`config.mk`:
```
export PLATFORM = sky130hd
export DESIGN_NAME = qenc_front
export DESIGN_NICKNAME = d
export VERILOG_FILES = /design/src/rtl/qf_pkg.sv /design/src/rtl/qf_prescale.sv /design/src/rtl/qf_filter.sv /design/src/rtl/qf_decode.sv /design/src/rtl/qenc_front.sv
export SDC_FILE = /design/constraint.sdc
export NUM_CORES = 1
export LEC_CHECK = 0
export BUFFER_PORTS_ARGS = -buffer_cell sky130_fd_sc_hd__buf_2
export CAP_MARGIN = 20
export CORE_MARGIN = 3
export CORE_UTILIZATION = 40
export DETAILED_ROUTE_END_ITERATION = 8
export PLACE_DENSITY = 0.7
export SLEW_MARGIN = 20
export SYNTH_ARGS = -nofsm -noshare
export SYNTH_HDL_FRONTEND = slang
export SYNTH_SLANG_ARGS = --single-unit
```
`constraint.sdc`:
```
create_clock -name clk -period 2 [get_ports clk]
set_input_delay 0.3 -clock clk [delete_from_list [all_inputs] [get_ports clk]]
set_output_delay 0.3 -clock clk [all_outputs]
set_load 0.05 [all_outputs]
```
`src/rtl/qf_pkg.sv`:
```
package qf_pkg;
  typedef enum logic [1:0] {
    QM_X1  = 2'b00,
    QM_X2  = 2'b01,
    QM_X4  = 2'b10,
    QM_X4B = 2'b11
  } qmode_e;
endpackage

```
`src/rtl/qf_prescale.sv`:
```
module qf_prescale #(
  parameter int PSC_W = 8
) (
  input  logic             clk,
  input  logic             rst,
  input  logic             load,
  input  logic [PSC_W-1:0] value,
  output logic             tick
);
  logic [PSC_W-1:0] div_q;
  logic [PSC_W-1:0] cnt_q;

  always_ff @(posedge clk) begin
    if (rst) begin
      div_q <= '0;
      cnt_q <= '0;
      tick  <= 1'b0;
    end else if (load) begin
      div_q <= value;
      cnt_q <= value;
      tick  <= 1'b0;
    end else if (cnt_q == '0) begin
      cnt_q <= div_q;
      tick  <= 1'b1;
    end else begin
      cnt_q <= cnt_q - 1'b1;
      tick  <= 1'b0;
    end
  end

  // with a ratio above zero, ticks never come back to back
  a_r2_tick_gap: assert property (@(posedge clk) disable iff (rst)
    (tick && !load && div_q != '0) |=> !tick);
  // a reload always restarts the division with no tick
  a_r3_reload_quiet: assert property (@(posedge clk) disable iff (rst)
    (load && value != '0) |=> (!tick ##1 !tick));
endmodule

```
`src/rtl/qf_filter.sv`:
```
module qf_filter #(
  parameter int FILT_LEN = 3
) (
  input  logic clk,
  input  logic rst,
  input  logic tick,
  input  logic din,
  output logic dout
);
  logic              s1_q, s2_q;
  logic [FILT_LEN-1:0] hist_q;
  logic [FILT_LEN-1:0] window;

  assign window = {hist_q[FILT_LEN-2:0], s2_q};

  always_ff @(posedge clk) begin
    if (rst) begin
      s1_q   <= 1'b0;
      s2_q   <= 1'b0;
      hist_q <= '0;
      dout   <= 1'b0;
    end else begin
      s1_q <= din;
      s2_q <= s1_q;
      if (tick) begin
        hist_q <= window;
        if (window == {FILT_LEN{s2_q}})
          dout <= s2_q;
      end
    end
  end

  // the filtered level moves only with a full run of matching samples behind it
  a_r4_full_run: assert property (@(posedge clk) disable iff (rst)
    !$stable(dout) |-> (hist_q == {FILT_LEN{dout}}));
  // no movement without a sampling tick
  a_r2_tick_only: assert property (@(posedge clk) disable iff (rst)
    !tick |=> $stable(dout));
endmodule

```
`src/rtl/qf_decode.sv`:
```
module qf_decode
  import qf_pkg::*;
(
  input  logic   clk,
  input  logic   rst,
  input  qmode_e mode,
  input  logic   fa,
  input  logic   fb,
  output logic   cnt_en,
  output logic   cnt_up
);
  logic pa_q, pb_q;
  logic a_chg, b_chg, hit, up_nxt;

  assign a_chg = fa ^ pa_q;
  assign b_chg = fb ^ pb_q;

  always_comb begin
    hit    = 1'b0;
    up_nxt = cnt_up;
    if (a_chg && !b_chg) begin
      up_nxt = fa ^ pb_q;
      case (mode)
        QM_X1:   hit = !pb_q;
        default: hit = 1'b1;
      endcase
    end else if (b_chg && !a_chg) begin
      up_nxt = ~(fb ^ pa_q);
      hit    = (mode == QM_X4) || (mode == QM_X4B);
    end
  end

  always_ff @(posedge clk) begin
    if (rst) begin
      pa_q   <= 1'b0;
      pb_q   <= 1'b0;
      cnt_en <= 1'b0;
      cnt_up <= 1'b0;
    end else begin
      pa_q   <= fa;
      pb_q   <= fb;
      cnt_en <= hit;
      if (hit) cnt_up <= up_nxt;
    end
  end

  // simultaneous change on both phases yields no count
  a_r10_double: assert property (@(posedge clk) disable iff (rst)
    (a_chg && b_chg) |=> !cnt_en);
  // single resolution counts only A moves taken with B low
  a_r8_x1_gate: assert property (@(posedge clk) disable iff (rst)
    (!a_chg || pb_q) && mode == QM_X1 |=> !cnt_en);
  // direction is held when no count is produced
  a_r9_dir_hold: assert property (@(posedge clk) disable iff (rst)
    !cnt_en |-> $stable(cnt_up) || $past(rst));
endmodule

```
`src/rtl/qenc_front.sv`:
```
module qenc_front
  import qf_pkg::*;
#(
  parameter int PSC_W    = 8,
  parameter int FILT_LEN = 3
) (
  input  logic             clk,
  input  logic             rst,
  input  logic             quad_a,
  input  logic             quad_b,
  input  logic             quad_idx,
  input  logic             psc_load,
  input  logic [PSC_W-1:0] psc_value,
  input  logic [1:0]       mode,
  output logic             cnt_en,
  output logic             cnt_up,
  output logic             idx_valid
);
  localparam int NUM_IN = 3;

  logic              tick;
  logic [NUM_IN-1:0] raw;
  logic [NUM_IN-1:0] filt;

  assign raw = {quad_idx, quad_b, quad_a};

  qf_prescale #(.PSC_W(PSC_W)) u_psc (
    .clk   (clk),
    .rst   (rst),
    .load  (psc_load),
    .value (psc_value),
    .tick  (tick)
  );

  for (genvar gi = 0; gi < NUM_IN; gi++) begin : g_flt
    qf_filter #(.FILT_LEN(FILT_LEN)) u_flt (
      .clk  (clk),
      .rst  (rst),
      .tick (tick),
      .din  (raw[gi]),
      .dout (filt[gi])
    );
  end

  qf_decode u_dec (
    .clk    (clk),
    .rst    (rst),
    .mode   (qmode_e'(mode)),
    .fa     (filt[0]),
    .fb     (filt[1]),
    .cnt_en (cnt_en),
    .cnt_up (cnt_up)
  );

  assign idx_valid = filt[2];

  // nothing is reported in the cycle after reset
  a_r1_reset_quiet: assert property (@(posedge clk)
    rst |=> (!cnt_en && !idx_valid));
  // the index level moves only on a tick
  a_r11_idx_tick: assert property (@(posedge clk) disable iff (rst)
    !tick |=> $stable(idx_valid));
endmodule

```
# == Word level (Yosys, flattened, before mapping) ==
# Index checks and enable logic that the tools add are counted.
# classes
n_eq_ne,5
n_mux,8
add_sub_neg,1
n_reduce_logical,14
bitwise,5
# op_table
op,n
$mux W8,2
$logic_not A8 Y1,1
$reduce_and A2 Y1,4
$sub A8 B1 Y8 const B,1
$eq A2 B2 Y1,3
$mux W1,6
$eq A2 B2 Y1 const B,2
$xor A1 B1 Y1,4
$logic_not A1 Y1,3
$logic_and A1 B1 Y1,2
$logic_not A2 Y1,1
$reduce_bool A2 Y1,1
$reduce_or A2 Y1,1
$logic_or A1 B1 Y1,1
$not A1 Y1,1
# totals
wordCells,52
in_bits,16
ff_bits,36

# == Depth between registers and ports, before layout ==
# Gate-level depths: netlist of run 1.
# depth
depth_word,6
depth_mapped,7
mapped_depth_nobuf,7

# == Modules after synthesis ==
# From an unflattened synthesis of run 1, not the netlist that was laid out.
# hier_totals
cells_unflattened,159
area_unflattened_um2,1524.0
# modules_own_cells
module,area_each_um2,n_inst,cells_per_inst,seq_area_each_um2
qf_prescale,799.5,1,92,340.3
qf_filter,165.2,3,15,100.1
qf_decode,229.0,1,22,80.1

# == Worst setup path before layout of run 1 ==
# OpenSTA, ideal clock, no wires.
# synth_path
path_kind,register to register
start,reg u_psc.cnt_q[2]
end,reg u_psc.cnt_q[5]
t_arrival_ns,1.626
period_less_slack_ns,1.748
n_path_buf,1
path_slack_ns,0.252
required_ns,1.878
stages_incl_launch_ff,5
path_cell_list,dfxtp_1 or4_4 or3_1 buf_6 a311o_1
# synth_via
elab_chain_cells,3
elab_cells_between_ends,4
# synth_rtl
item,line,source
from (decl),qf_prescale.sv:11,logic [PSC_W-1:0] cnt_q;
from (signal assigned),qf_prescale.sv:20,cnt_q <= value;
from (signal assigned),qf_prescale.sv:23,cnt_q <= div_q;
from (signal assigned),qf_prescale.sv:26,cnt_q <= cnt_q - 1'b1;
$sub A8 B1 Y8 / $logic_not A8 Y1 (equally long branches),"qf_prescale.sv:26, qf_prescale.sv:22",
$mux W8 *,qf_prescale.sv:22,end else if (cnt_q == '0) begin
$mux W8 *,qf_prescale.sv:18,end else if (load) begin
# Mark *: on every way between the ends. The rest lies on a longest branch, timed or not.
# A chain may end at the register's enable or synchronous reset.

# == Worst setup path after layout of run 1 ==
# Ends and elaborated chain as after synthesis.

==> run metrics, run 1 <==
crit path cell chain or4_4, or3_1, a311o_1; RSZ-0062 raised after global routing false; top cell type's share of synthesized area 46.87%; top post-synthesis cells by count dfxtp_1, nor2_1, nand2_1; Reg clk slew, reported paths 0.07 ns; mux share of post-synthesis cell area 6.509%; CP Launch Type register; layout cells sized above 1 16.58%; Port Buffers 18; EDFF count, synth 0; net load switching power 0.3948 mW; TritonCTS clock tree yes; peak supply drop 0.5189 mV; cell count after synthesis 168; largest family of logic cells by synthesized area simple AND/OR/NAND/NOR gates; Synth async-reset ratio 0%; Pwr Density 921.6 nW/µm²; register area share after synthesis 46.87%; setup violators final 0; WP data required 2.17 ns; CTS sink cnt 36; max cap viols 0; min-delay worst type input pin to register; minimum clock period after layout 1.883 ns; critical path class register to register; end of the worst hold path g_flt[0].u_flt.s1_q$_SDFF_PP0_; hold_sp quad_a; XOR/XNOR Fraction of Synth Area 3.987%; WL final 2891 µm; largest net degree at the start of global routing 23; Mapped Area 1538 µm²; part of the power in the clock network 38.5%; fin cells 233; met2 WL 1471 µm; crit end category register; syn avg cell area 9.153 µm²; unique cell type count in the Yosys netlist 33; r2r endpoint u_psc.cnt_q[5]$_SDFF_PP0_; core footprint 3521 µm²; num ports 19; reg-to-reg startpoint u_psc.cnt_q[2]$_SDFF_PP0_; area delta synth->final 14.56%; reg2reg setup slack 0.12 ns; top-count cell post-synth dfxtp_1; synth top area cells dfxtp_1, mux2i_1, nor2_1; TritonRoute pass-1 iters 4; die area 4624 µm²; cts hold-fix bufs 0; total grt overflow 0; Routed WL per cell 12.41 µm; die height 68 µm; chip width 68 µm; All-Layer GR Usage 14.70%; Hold Fails Final Rpt 0; Simple-Gate Fraction of Synth Area 21.56%; Hold Worst Slack 0.2144 ns; FF+latch area 720.7 µm²; R2R depth 3; post_cts resized 0; crit-path max FO 10; antenna violations before repair 0; synthesized flop and latch total 36; first-pass GRT wire length 4899 µm; status finished, final reports clean; Iteration-0 DRC Markers 50; met1 WL 1236 µm; area leader, netlist dfxtp_1; arrival time worst endpoint 2.06 ns; Final HPWL DP 2070 µm; compound-gate portion of the synthesized area 14.32%; DRC errors left 0; routed wl met3 146 µm; Final Cycle Share 94.17%; Num CTS Buffers 5; final setup TNS 0 ns; leakage power 0.7108 nW; Setup Buffers After CTS 0; slowest stage cell on the critical path or4_4; DR vias/cell 5.030; vias 1172; Routed Antenna Nets 0; ys flop type dfxtp_1; slowest stage delay, CP 0.57 ns; Max Used Layer met4; yosys warns 0; antenna diode count 0; fillcell total 347; post-synthesis adder-cell area fraction 3.255%; root buf cell clkbuf_8; clk_lat worst skew 0.29 ns; DP Cell Count 225; clock skew 0.009517 ns; Final GP Congestion 0.7195; vias in the first global route 1143; hold-critical path depth 2; f_max 531.0 MHz; Worst-Margin Slew 0.5073 ns; Post-Syn Nets 188; Slew Viols, Final 0; Worst slew margin 66.13%; initial core utilization 43.67%; Multi-input gate area 763.2 µm²; combinational power share 12.9%; PnR Total Power 1.624 mW; sw frac 24.31%; std cell rows 21; # nets final 206; P_int 1.229 mW; Flop pwr share 48.5%; CTS H-Tree Depth 2; CTS Buffer Depth 2
## worst max path at each step
stage	slack [ns]	cells past startpoint	startpoint	end
after global routing	0.03	4	u_psc.cnt_q[2]$_SDFF_PP0_	u_psc.cnt_q[2]$_SDFF_PP0_
after CTS	0.11	3	u_psc.cnt_q[2]$_SDFF_PP0_	u_psc.cnt_q[5]$_SDFF_PP0_
after detailed placement	0.11	3	u_psc.cnt_q[2]$_SDFF_PP0_	u_psc.cnt_q[5]$_SDFF_PP0_
after global placement	0.16	3	u_psc.cnt_q[2]$_SDFF_PP0_	u_psc.cnt_q[5]$_SDFF_PP0_
final	0.12	3	u_psc.cnt_q[2]$_SDFF_PP0_	u_psc.cnt_q[5]$_SDFF_PP0_
after floorplan	0.25	4	u_psc.cnt_q[2]$_SDFF_PP0_	u_psc.cnt_q[5]$_SDFF_PP0_
## layer usage
metal,vias to the layer above,track usage [%]
li1,609,-
met1,541,15.07
met2,17,25.27
met3,5,6.897
met4,0,6.700
met5,-,0
## cell type report
class	instances	share of cell area (%)
clock inverter	2	1.989
multi-input combinational	120	43.32
inverter	4	0.8523
sequential	36	40.91
timing repair buffer	19	5.540
clock buffer	6	4.119
tap	46	3.267
## cells by family (layout without fill, tap and decap cells)
kind of cell / Yosys count / after routing
compound gates: 35 / 35
buf+inv: 12 / 31
xor+xnor: 7 / 7
fa+ha+maj: 4 / 4
mux: 10 / 10
simple gates: 64 / 64
flops: 36 / 36
## power by group through the flow
stage                     combinational (mW)  clock (mW)  sequential, mW
after floorplan                        0.180           0           0.792
after global routing                   0.238       0.672           0.793
after global placement                 0.204           0           0.801
final                                  0.210       0.625           0.788
after CTS                              0.212       0.642           0.787
after detailed placement               0.211           0           0.804
## critical path, delay by kind of cell, from the launching register on
| kind | cells | cell delay, ns |
|---|---|---|
| AND/OR/NAND/NOR | 2 | 1.10 |
| flip-flops | 1 | 0.35 |
| AO/OA/AOI/OAI | 1 | 0.32 |
## state kept, by name (all words and copies together) (netlist names)
| name | flops |
|---|---|
| u_psc.cnt_q | 8 |
| u_psc.div_q | 8 |
| g_flt.u_flt.hist_q | 6 |
| g_flt.u_flt.dout | 3 |
| g_flt.u_flt.s1_q | 3 |
| g_flt.u_flt.s2_q | 3 |
| u_dec.cnt_en | 1 |
| u_dec.cnt_up | 1 |
| u_dec.pa_q | 1 |
| u_dec.pb_q | 1 |
| u_psc.tick | 1 |
## per-stage QoR
| step | setup WS (ns) | utilization (%) | instance area [µm²] |
|---|---|---|---|
| 2_1_floorplan | 0.2522 | - | 1538 |
| 3_3_place_gp | 0.1568 | 46.98 | 1654 |
| 3_5_place_dp | 0.1127 | 46.98 | 1654 |
| 4_1_cts | 0.1125 | 50.04 | 1762 |
| 5_1_grt | 0.02904 | 50.04 | 1762 |
| 6_report | 0.1166 | 50.04 | 1762 |
## placed cells by master (no fill, tap or decap), drive strengths merged, types with 2 or more instances in the layout
master and n:
and3 4, nand2b 8, o22ai 5, xnor2 4, inv 4, ha 4
nor2 18, xor2 3, a21oi 12, nand2 16, clkbuf 6, nor2b 9
or4 2, a211oi 4, o21ai 9, o31ai 3, buf 19, mux2i 10
dfxtp 36
(Power assumes the default switching activity.)
==> inputs of run 2 (changes only) <==
--- a/config.mk
+++ b/config.mk
@@ -14,4 +14,5 @@
 export SLEW_MARGIN = 20
 export SYNTH_ARGS = -nofsm -noshare
 export SYNTH_HDL_FRONTEND = slang
+export SYNTH_HIERARCHICAL = 1
 export SYNTH_SLANG_ARGS = --single-unit
==> run metrics, run 2 <==
area delta synth->final 15.27% (was 14.56%); num ports 19 (unchanged); dpl cell area 1663 µm² (was 1654 µm²); top post-synthesis cells by count dfxtp_1, nor2_1, nand2_1 (unchanged); DRC errors left 0 (unchanged); peak supply drop 0.4605 mV (was 0.5189 mV); commonest non-fill, non-tap cell in the layout dfxtp_1 (unchanged); delay-heaviest family, CP compound AO/OA/AOI/OAI gates (was simple AND/OR/NAND/NOR gates); RSZ-0062 raised after global routing false (unchanged); TritonRoute pass-1 iters 4 (unchanged); commonest non-fill, non-tap cells in the layout dfxtp_1, nor2_1, buf_2 (unchanged); WP data required 2.21 ns (was 2.17 ns); vias in the first global route 1171 (was 1143); layout cells sized above 1 18.13% (was 16.58%); CTS sink cnt 36 (unchanged); All-Layer GR Usage 15.24% (was 14.70%); final setup TNS 0 ns (unchanged); crit-path max FO 5 (was 10); yosys warns 6 (was 0); unique cell type count in the Yosys netlist 36 (was 33); die area 4587 µm² (was 4624 µm²); synthesized flop and latch total 36 (unchanged); top cell type's share of synthesized area 47.29% (was 46.87%); Final Cycle Share 76.21% (was 94.17%); top-count cell post-synth dfxtp_1 (unchanged); clock skew 0.004355 ns (was 0.009517 ns); crit path cell chain xnor2_1, inv_1, ha_1, a21oi_1, nor3_1, a211oi_2 (was or4_4, or3_1, a311o_1); DR vias/cell 5.373 (was 5.030); Final HPWL DP 2081 µm (was 2070 µm); slowest stage cell on the critical path dfxtp_1 (was or4_4); WL final 2952 µm (was 2891 µm); Iteration-0 DRC Markers 45 (was 50); Routed Antenna Nets 0 (unchanged); dpl ws 0.4890 ns (was 0.1127 ns); Routed WL per cell 12.95 µm (was 12.41 µm); std cell rows 21 (unchanged); setup violators final 0 (unchanged); EDFF count, synth 0 (unchanged); Port Buffers 18 (unchanged); vias 1225 (was 1172); # nets final 201 (was 206); Finished Cell Area 1757 µm² (was 1762 µm²); minimum clock period after layout 1.524 ns (was 1.883 ns); Reg clk slew, reported paths 0.07 ns (about the same); first-pass GRT wire length 5064 µm (was 4899 µm); cell count after synthesis 159 (was 168); Pwr Density 884.4 nW/µm² (was 921.6 nW/µm²); Synth async-reset ratio 0% (unchanged); crit end category register (unchanged); fillcell total 335 (was 347); CP Launch Type register (unchanged); root buf cell clkbuf_8 (unchanged); min-delay worst type input pin to register (unchanged); Final GP Congestion 0.8193 (was 0.7195); post-route setup slack 0.4758 ns (was 0.1166 ns); arrival time worst endpoint 1.74 ns (was 2.06 ns); Post-Syn Nets 179 (was 188); Worst slew margin 66.18% (was 66.13%); syn avg cell area 9.585 µm² (was 9.153 µm²); antenna violations before repair 0 (unchanged); top flop regs u_psc/cnt_q (8), u_psc/div_q (8), g_flt.u_flt/hist_q (6) (was u_psc.cnt_q (8), u_psc.div_q (8), g_flt.u_flt.hist_q (6)); chip width 67.73 µm (was 68 µm); Num CTS Buffers 5 (unchanged); Mapped Area 1524 µm² (was 1538 µm²); Multi-input gate area 764.5 µm² (was 763.2 µm²); post_cts resized 0 (unchanged); leakage power 0.7027 nW (was 0.7108 nW); clk_lat worst skew 0.29 ns (about the same); TritonCTS clock tree yes (unchanged); synth top area cells dfxtp_1, mux2i_1, nor2_1 (unchanged); FF+latch area 720.7 µm² (unchanged); status finished, final reports clean (unchanged); critical path class register to register (unchanged); core footprint 3495 µm² (was 3521 µm²); area leader, netlist dfxtp_1 (unchanged); CTS H-Tree Depth 2 (unchanged); die height 67.73 µm (was 68 µm); antenna diode count 0 (unchanged); ys flop type dfxtp_1 (unchanged); max cap viols 0 (unchanged); Worst-Margin Slew 0.5066 ns (was 0.5073 ns); Setup Buffers After CTS 0 (unchanged); slowest stage delay, CP 0.43 ns (was 0.57 ns); Slew Viols, Final 0 (unchanged); WP buf/inv 1 (was 0); CTS Buffer Depth 2 (unchanged); initial core utilization 43.61% (was 43.67%); Hold Fails Final Rpt 0 (unchanged); total grt overflow 0 (unchanged); f_max 656.1 MHz (was 531.0 MHz); cts hold-fix bufs 0 (unchanged); register area share after synthesis 47.29% (was 46.87%); PnR Total Power 1.554 mW (was 1.624 mW); largest net degree at the start of global routing 23 (unchanged)
-- run 2: cell types whose count changed after synthesis, sizes merged, moves of 4 or more --
| cell | delta |
|---|---|
| nand2b | -8 |
| o21ai | -8 |
| o32ai | +5 |
| a31oi | +4 |
| nor2 | +4 |
| nor3 | +4 |
| nor4 | +4 |
-- run 2: metal layers --
layer | GRT usage [%] | vias to the layer above | routed length [µm]
met4 | 8.101 | 0 | 68
met2 | 24.67 | 37 | 1382
li1 | - | 608 | -
met3 | 5.657 | 7 | 216
met5 | 0 | - | 0
met1 | 17.31 | 573 | 1285
-- run 2: cell type report --
cell class	count	share of cell area, %
Clock inverter	1	0.4274
Clock buffer	7	4.915
Tap cell	46	3.276
Timing Repair Buffer	19	5.556
Multi-Input combinational cell	113	43.52
Inverter	6	1.282
Sequential cell	36	41.03
-- run 2: cells by family (layout without fill, tap and decap cells) --
logic type	count (synthesis)	in the layout	synth area share, %
AO/OA/AOI/OAI	27	27	12.64
XOR/XNOR	7	7	4.023
adder cells (fa/ha/maj)	4	4	3.284
buffers and inverters	10	33	2.545
flip-flops	36	36	47.29
multiplexers	9	9	5.912
AND/OR/NAND/NOR	66	66	24.30
-- run 2: through the flow --
| stage | utilization (%) | cells | hold slack, ns |
|---|---|---|---|
| finish | 50.27 | 228 | 0.2174 |
| floorplan | - | 159 | 0.3646 |
| CTS | 50.27 | 228 | 0.2144 |
| detailed placement | 47.58 | 220 | 0.4231 |
| global route | 50.27 | 228 | 0.2322 |
| global placement | 47.58 | 220 | 0.4169 |
-- run 2: report_power, final --
part	internal (mW)	switching [mW]
Combinational	0.104	0.121
Sequential	0.755	0.0439
Clock	0.280	0.250
-- run 2: path summary, 6_finish.rpt --
kind	cells after the start	from	endpoint	slack (ns)
worst max-delay path	6	g_flt[1].u_flt/dout$_SDFFE_PP0P_	u_dec/cnt_up$_SDFFE_PP0P_	0.48
worst min-delay path	2	quad_b	g_flt[1].u_flt/s1_q$_SDFF_PP0_	0.22
worst max register to register	6	g_flt[1].u_flt/dout$_SDFFE_PP0P_	u_dec/cnt_up$_SDFFE_PP0P_	0.48
worst min register to register	1	g_flt[0].u_flt/s1_q$_SDFF_PP0_	g_flt[0].u_flt/s2_q$_SDFF_PP0_	0.44
-- run 2: worst register-to-register path, stage by stage, from the launching register on --
cell	delay, ns
dfxtp_1	0.43
xnor2_1	0.18
inv_1	0.07
ha_1	0.20
a21oi_1	0.25
nor3_1	0.09
a211oi_2	0.21
==> inputs of run 3 (changes only) <==
--- a/config.mk
+++ b/config.mk
@@ -5,12 +5,13 @@
 export SDC_FILE = /design/constraint.sdc
 export NUM_CORES = 1
 export LEC_CHECK = 0
+export ABC_AREA = 1
 export BUFFER_PORTS_ARGS = -buffer_cell sky130_fd_sc_hd__buf_2
 export CAP_MARGIN = 20
 export CORE_MARGIN = 3
 export CORE_UTILIZATION = 40
 export DETAILED_ROUTE_END_ITERATION = 8
-export PLACE_DENSITY = 0.7
+export PLACE_DENSITY = 0.71
 export SLEW_MARGIN = 20
 export SYNTH_ARGS = -nofsm -noshare
 export SYNTH_HDL_FRONTEND = slang
==> constraint.sdc (replaced) <==
create_clock -name clk -period 1.3 [get_ports clk]
set_input_delay 0.195 -clock clk [delete_from_list [all_inputs] [get_ports clk]]
set_output_delay 0.195 -clock clk [all_outputs]
set_load 0.05 [all_outputs]
==> run metrics, run 3 <==
ys flop type dfxtp_1 (unchanged); Mapped Area 1633 µm² (was 1524 µm²); Routed Antenna Nets 0 (unchanged); crit end category register (unchanged); initial core utilization 42.98% (was 43.61%); minimum clock period after layout 1.258 ns (was 1.524 ns); critical path class register to register (unchanged); Worst slew margin 81.24% (was 66.18%); net load switching power 0.7424 mW (was 0.4149 mW); Flop pwr share 44.6% (was 51.4%); Num CTS Buffers 5 (unchanged); num ports 19 (unchanged); combinational power share 17.2% (was 14.5%); core footprint 3799 µm² (was 3495 µm²); commonest non-fill, non-tap cells in the layout nand2_1, inv_1, dfxtp_1 (was dfxtp_1, nor2_1, buf_2); RSZ-0062 raised after global routing true (was false); slowest stage cell on the critical path dfxtp_2 (was dfxtp_1); first-pass GRT wire length 5451 µm (was 5064 µm); Slew Viols, Final 0 (unchanged); reg2reg setup slack 0.04 ns (was 0.48 ns); Routed WL per cell 9.659 µm (was 12.95 µm); setup violators final 0 (unchanged); Hold Fails Final Rpt 0 (unchanged); area leader, netlist dfxtp_1 (unchanged); Synth async-reset ratio 0% (unchanged); antenna diode count 0 (unchanged); clk_lat worst skew 0.28 ns (was 0.29 ns); PnR Total Power 2.774 mW (was 1.554 mW); CTS H-Tree Depth 2 (unchanged); yosys warns 6 (unchanged); TritonRoute pass-1 iters 4 (unchanged); syn avg cell area 7.130 µm² (was 9.585 µm²); vias in the first global route 1361 (was 1171); WP data required 1.48 ns (was 2.21 ns); commonest non-fill, non-tap cell in the layout nand2_1 (was dfxtp_1); max cap viols 0 (unchanged); top-count cell post-synth nand2_1 (was dfxtp_1); most used cell along the critical path nand2_1; WP buf/inv 1 (unchanged); cts hold-fix bufs 0 (unchanged); DR vias/cell 4.416 (was 5.373); top flop regs u_psc/cnt_q (8), u_psc/div_q (8), g_flt.u_flt/hist_q (6) (unchanged); DRC errors left 0 (unchanged); total grt overflow 0 (unchanged); die height 69.89 µm (was 67.73 µm); CP Launch Type register (unchanged); Port Buffers 18 (unchanged); largest net degree at the start of global routing 19 (was 23); register area share after synthesis 44.14% (was 47.29%); dpl cell area 1815 µm² (was 1663 µm²); top cell type's share of synthesized area 44.14% (was 47.29%); Post-Syn Nets 249 (was 179); WL final 2975 µm (was 2952 µm); arrival time worst endpoint 1.44 ns (was 1.74 ns); peak supply drop 0.7549 mV (was 0.4605 mV); CTS Buffer Depth 2 (unchanged); top post-synthesis cells by count nand2_1, inv_1, dfxtp_1 (was dfxtp_1, nor2_1, nand2_1); unique cell type count in the Yosys netlist 22 (was 36); min-delay worst type input pin to register (unchanged); # nets final 279 (was 201); Final GP Congestion 0.7631 (was 0.8193); P_int 2.031 mW (was 1.139 mW); leakage power 0.9895 nW (was 0.7027 nW); Iteration-0 DRC Markers 72 (was 45); cell count after synthesis 229 (was 159); Worst-Margin Slew 0.2804 ns (was 0.5066 ns); std cell rows 22 (was 21); Finished Cell Area 1989 µm² (was 1757 µm²); CTS sink cnt 36 (unchanged); All-Layer GR Usage 13.64% (was 15.24%); area delta synth->final 21.84% (was 15.27%); FF+latch area 725.7 µm² (was 720.7 µm²); slowest stage delay, CP 0.34 ns (was 0.43 ns); Reg clk slew, reported paths 0.07 ns (about the same); synth top area cells dfxtp_1, nand2_1, inv_1 (was dfxtp_1, mux2i_1, nor2_1); antenna violations before repair 0 (unchanged); sw frac 26.77% (was 26.70%); layout cells sized above 1 23.08% (was 18.13%); die area 4885 µm² (was 4587 µm²); EDFF count, synth 0 (unchanged); Final HPWL DP 2198 µm (was 2081 µm); crit path cell chain xor2_2, buf_4, ha_1, nand2_1, nand2_2, nand3_2, nand2_1, nand2_1, nor2_1 (was xnor2_1, inv_1, ha_1, a21oi_1, nor3_1, a211oi_2); f_max 795.2 MHz (was 656.1 MHz); delay-heaviest family, CP flip-flops (was compound AO/OA/AOI/OAI gates); synthesized flop and latch total 36 (unchanged); TritonCTS clock tree yes (unchanged); crit-path max FO 2 (was 5); part of the power in the clock network 38.2% (was 34.1%); Multi-input gate area 738.2 µm² (was 764.5 µm²); chip width 69.89 µm (was 67.73 µm); Layout Utilization 52.37% (was 50.27%); status finished, final reports clean (unchanged); clock skew 0.004581 ns (was 0.004355 ns); Final Cycle Share 96.74% (was 76.21%); fillcell total 349 (was 335); root buf cell clkbuf_8 (unchanged); vias 1360 (was 1225); Pwr Density 1394 nW/µm² (was 884.4 nW/µm²)
run 3: cell count changes after synthesis, sizes merged, moves of 6 or more:
cell / previous run / this run
nor2b: 8 / 0
inv: 5 / 53
o21ai: 1 / 16
nand2: 14 / 58
a21oi: 9 / 15
nand3: 1 / 19
mux2i: 9 / 0
run 3: worst register-to-register path: cells and delay by family, from the launching register on:
family | cells | cell delay [ns]
flip-flops | 1 | 0.34
AND/OR/NAND/NOR | 6 | 0.32
XOR/XNOR | 1 | 0.18
buffers and inverters | 1 | 0.13
adder cells (fa/ha/maj) | 1 | 0.18
run 3: cell type report:
type	instances	area share (%)
Sequential cell	36	36.48
Clock inverter	1	1.509
Clock buffer	7	4.843
Inverter	53	10.25
Tap cell	48	3.019
Timing Repair Buffer	24	6.792
Multi-Input combinational cell	139	37.11
run 3: cell families after synthesis:
kind of cell	after synthesis	synth area share (%)
AOI/OAI and AO/OA	32	10.58
xor gates and xnor gates	2	1.073
adders and majority gates	4	3.065
buffers and inverters	54	12.64
DFF	36	44.14
and+or+nand+nor	101	28.51
run 3: through the flow:
step           setup slack (ns)   TNS (ns)  cells  hold slack [ns]
2_1_floorplan           0.01657          0    229           0.2662
3_5_place_dp          -0.001308  -0.001308    299           0.4042
5_1_grt                -0.05462   -0.09115    308           0.1126
3_3_place_gp            0.02983          0    299           0.3905
4_1_cts               0.0004179          0    308           0.1025
6_report                0.04244          0    308           0.1158
run 3: power by group through the flow:
stage	clock, mW	sequential, mW	combinational [mW]
2_1_floorplan	0	1.25	0.352
3_3_place_gp	0	1.26	0.451
3_5_place_dp	0	1.26	0.461
4_1_cts	1.10	1.23	0.463
5_1_grt	1.15	1.25	0.557
6_report	1.06	1.24	0.476
run 3: final timing paths:
check	from	to	cells after the start
setup / recovery	u_dec/pb_q$_SDFF_PP0_	u_dec/cnt_up$_SDFFE_PP0P_	9
hold / removal	psc_value[2]	u_psc/cnt_q[2]$_SDFF_PP0_	3
setup reg to reg	u_dec/pb_q$_SDFF_PP0_	u_dec/cnt_up$_SDFFE_PP0P_	9
hold reg to reg	g_flt[0].u_flt/s1_q$_SDFF_PP0_	g_flt[0].u_flt/s2_q$_SDFF_PP0_	2
run 3: metal layers:
layer / up-vias / part of all wire (%) / GRT usage (%)
li1: 756 / - / -
met1: 582 / 48 / 15.78
met2: 18 / 48 / 22.77
met3: 4 / 3.1 / 5.180
met4: 0 / 1.3 / 5.106
met5: - / 0 / 0
run 3: timing repair:
item                       CTS  global route
setup endpoints to repair    1            10
gates resized for setup      3            10
setup buffers                1             0
pin swaps                    1             4
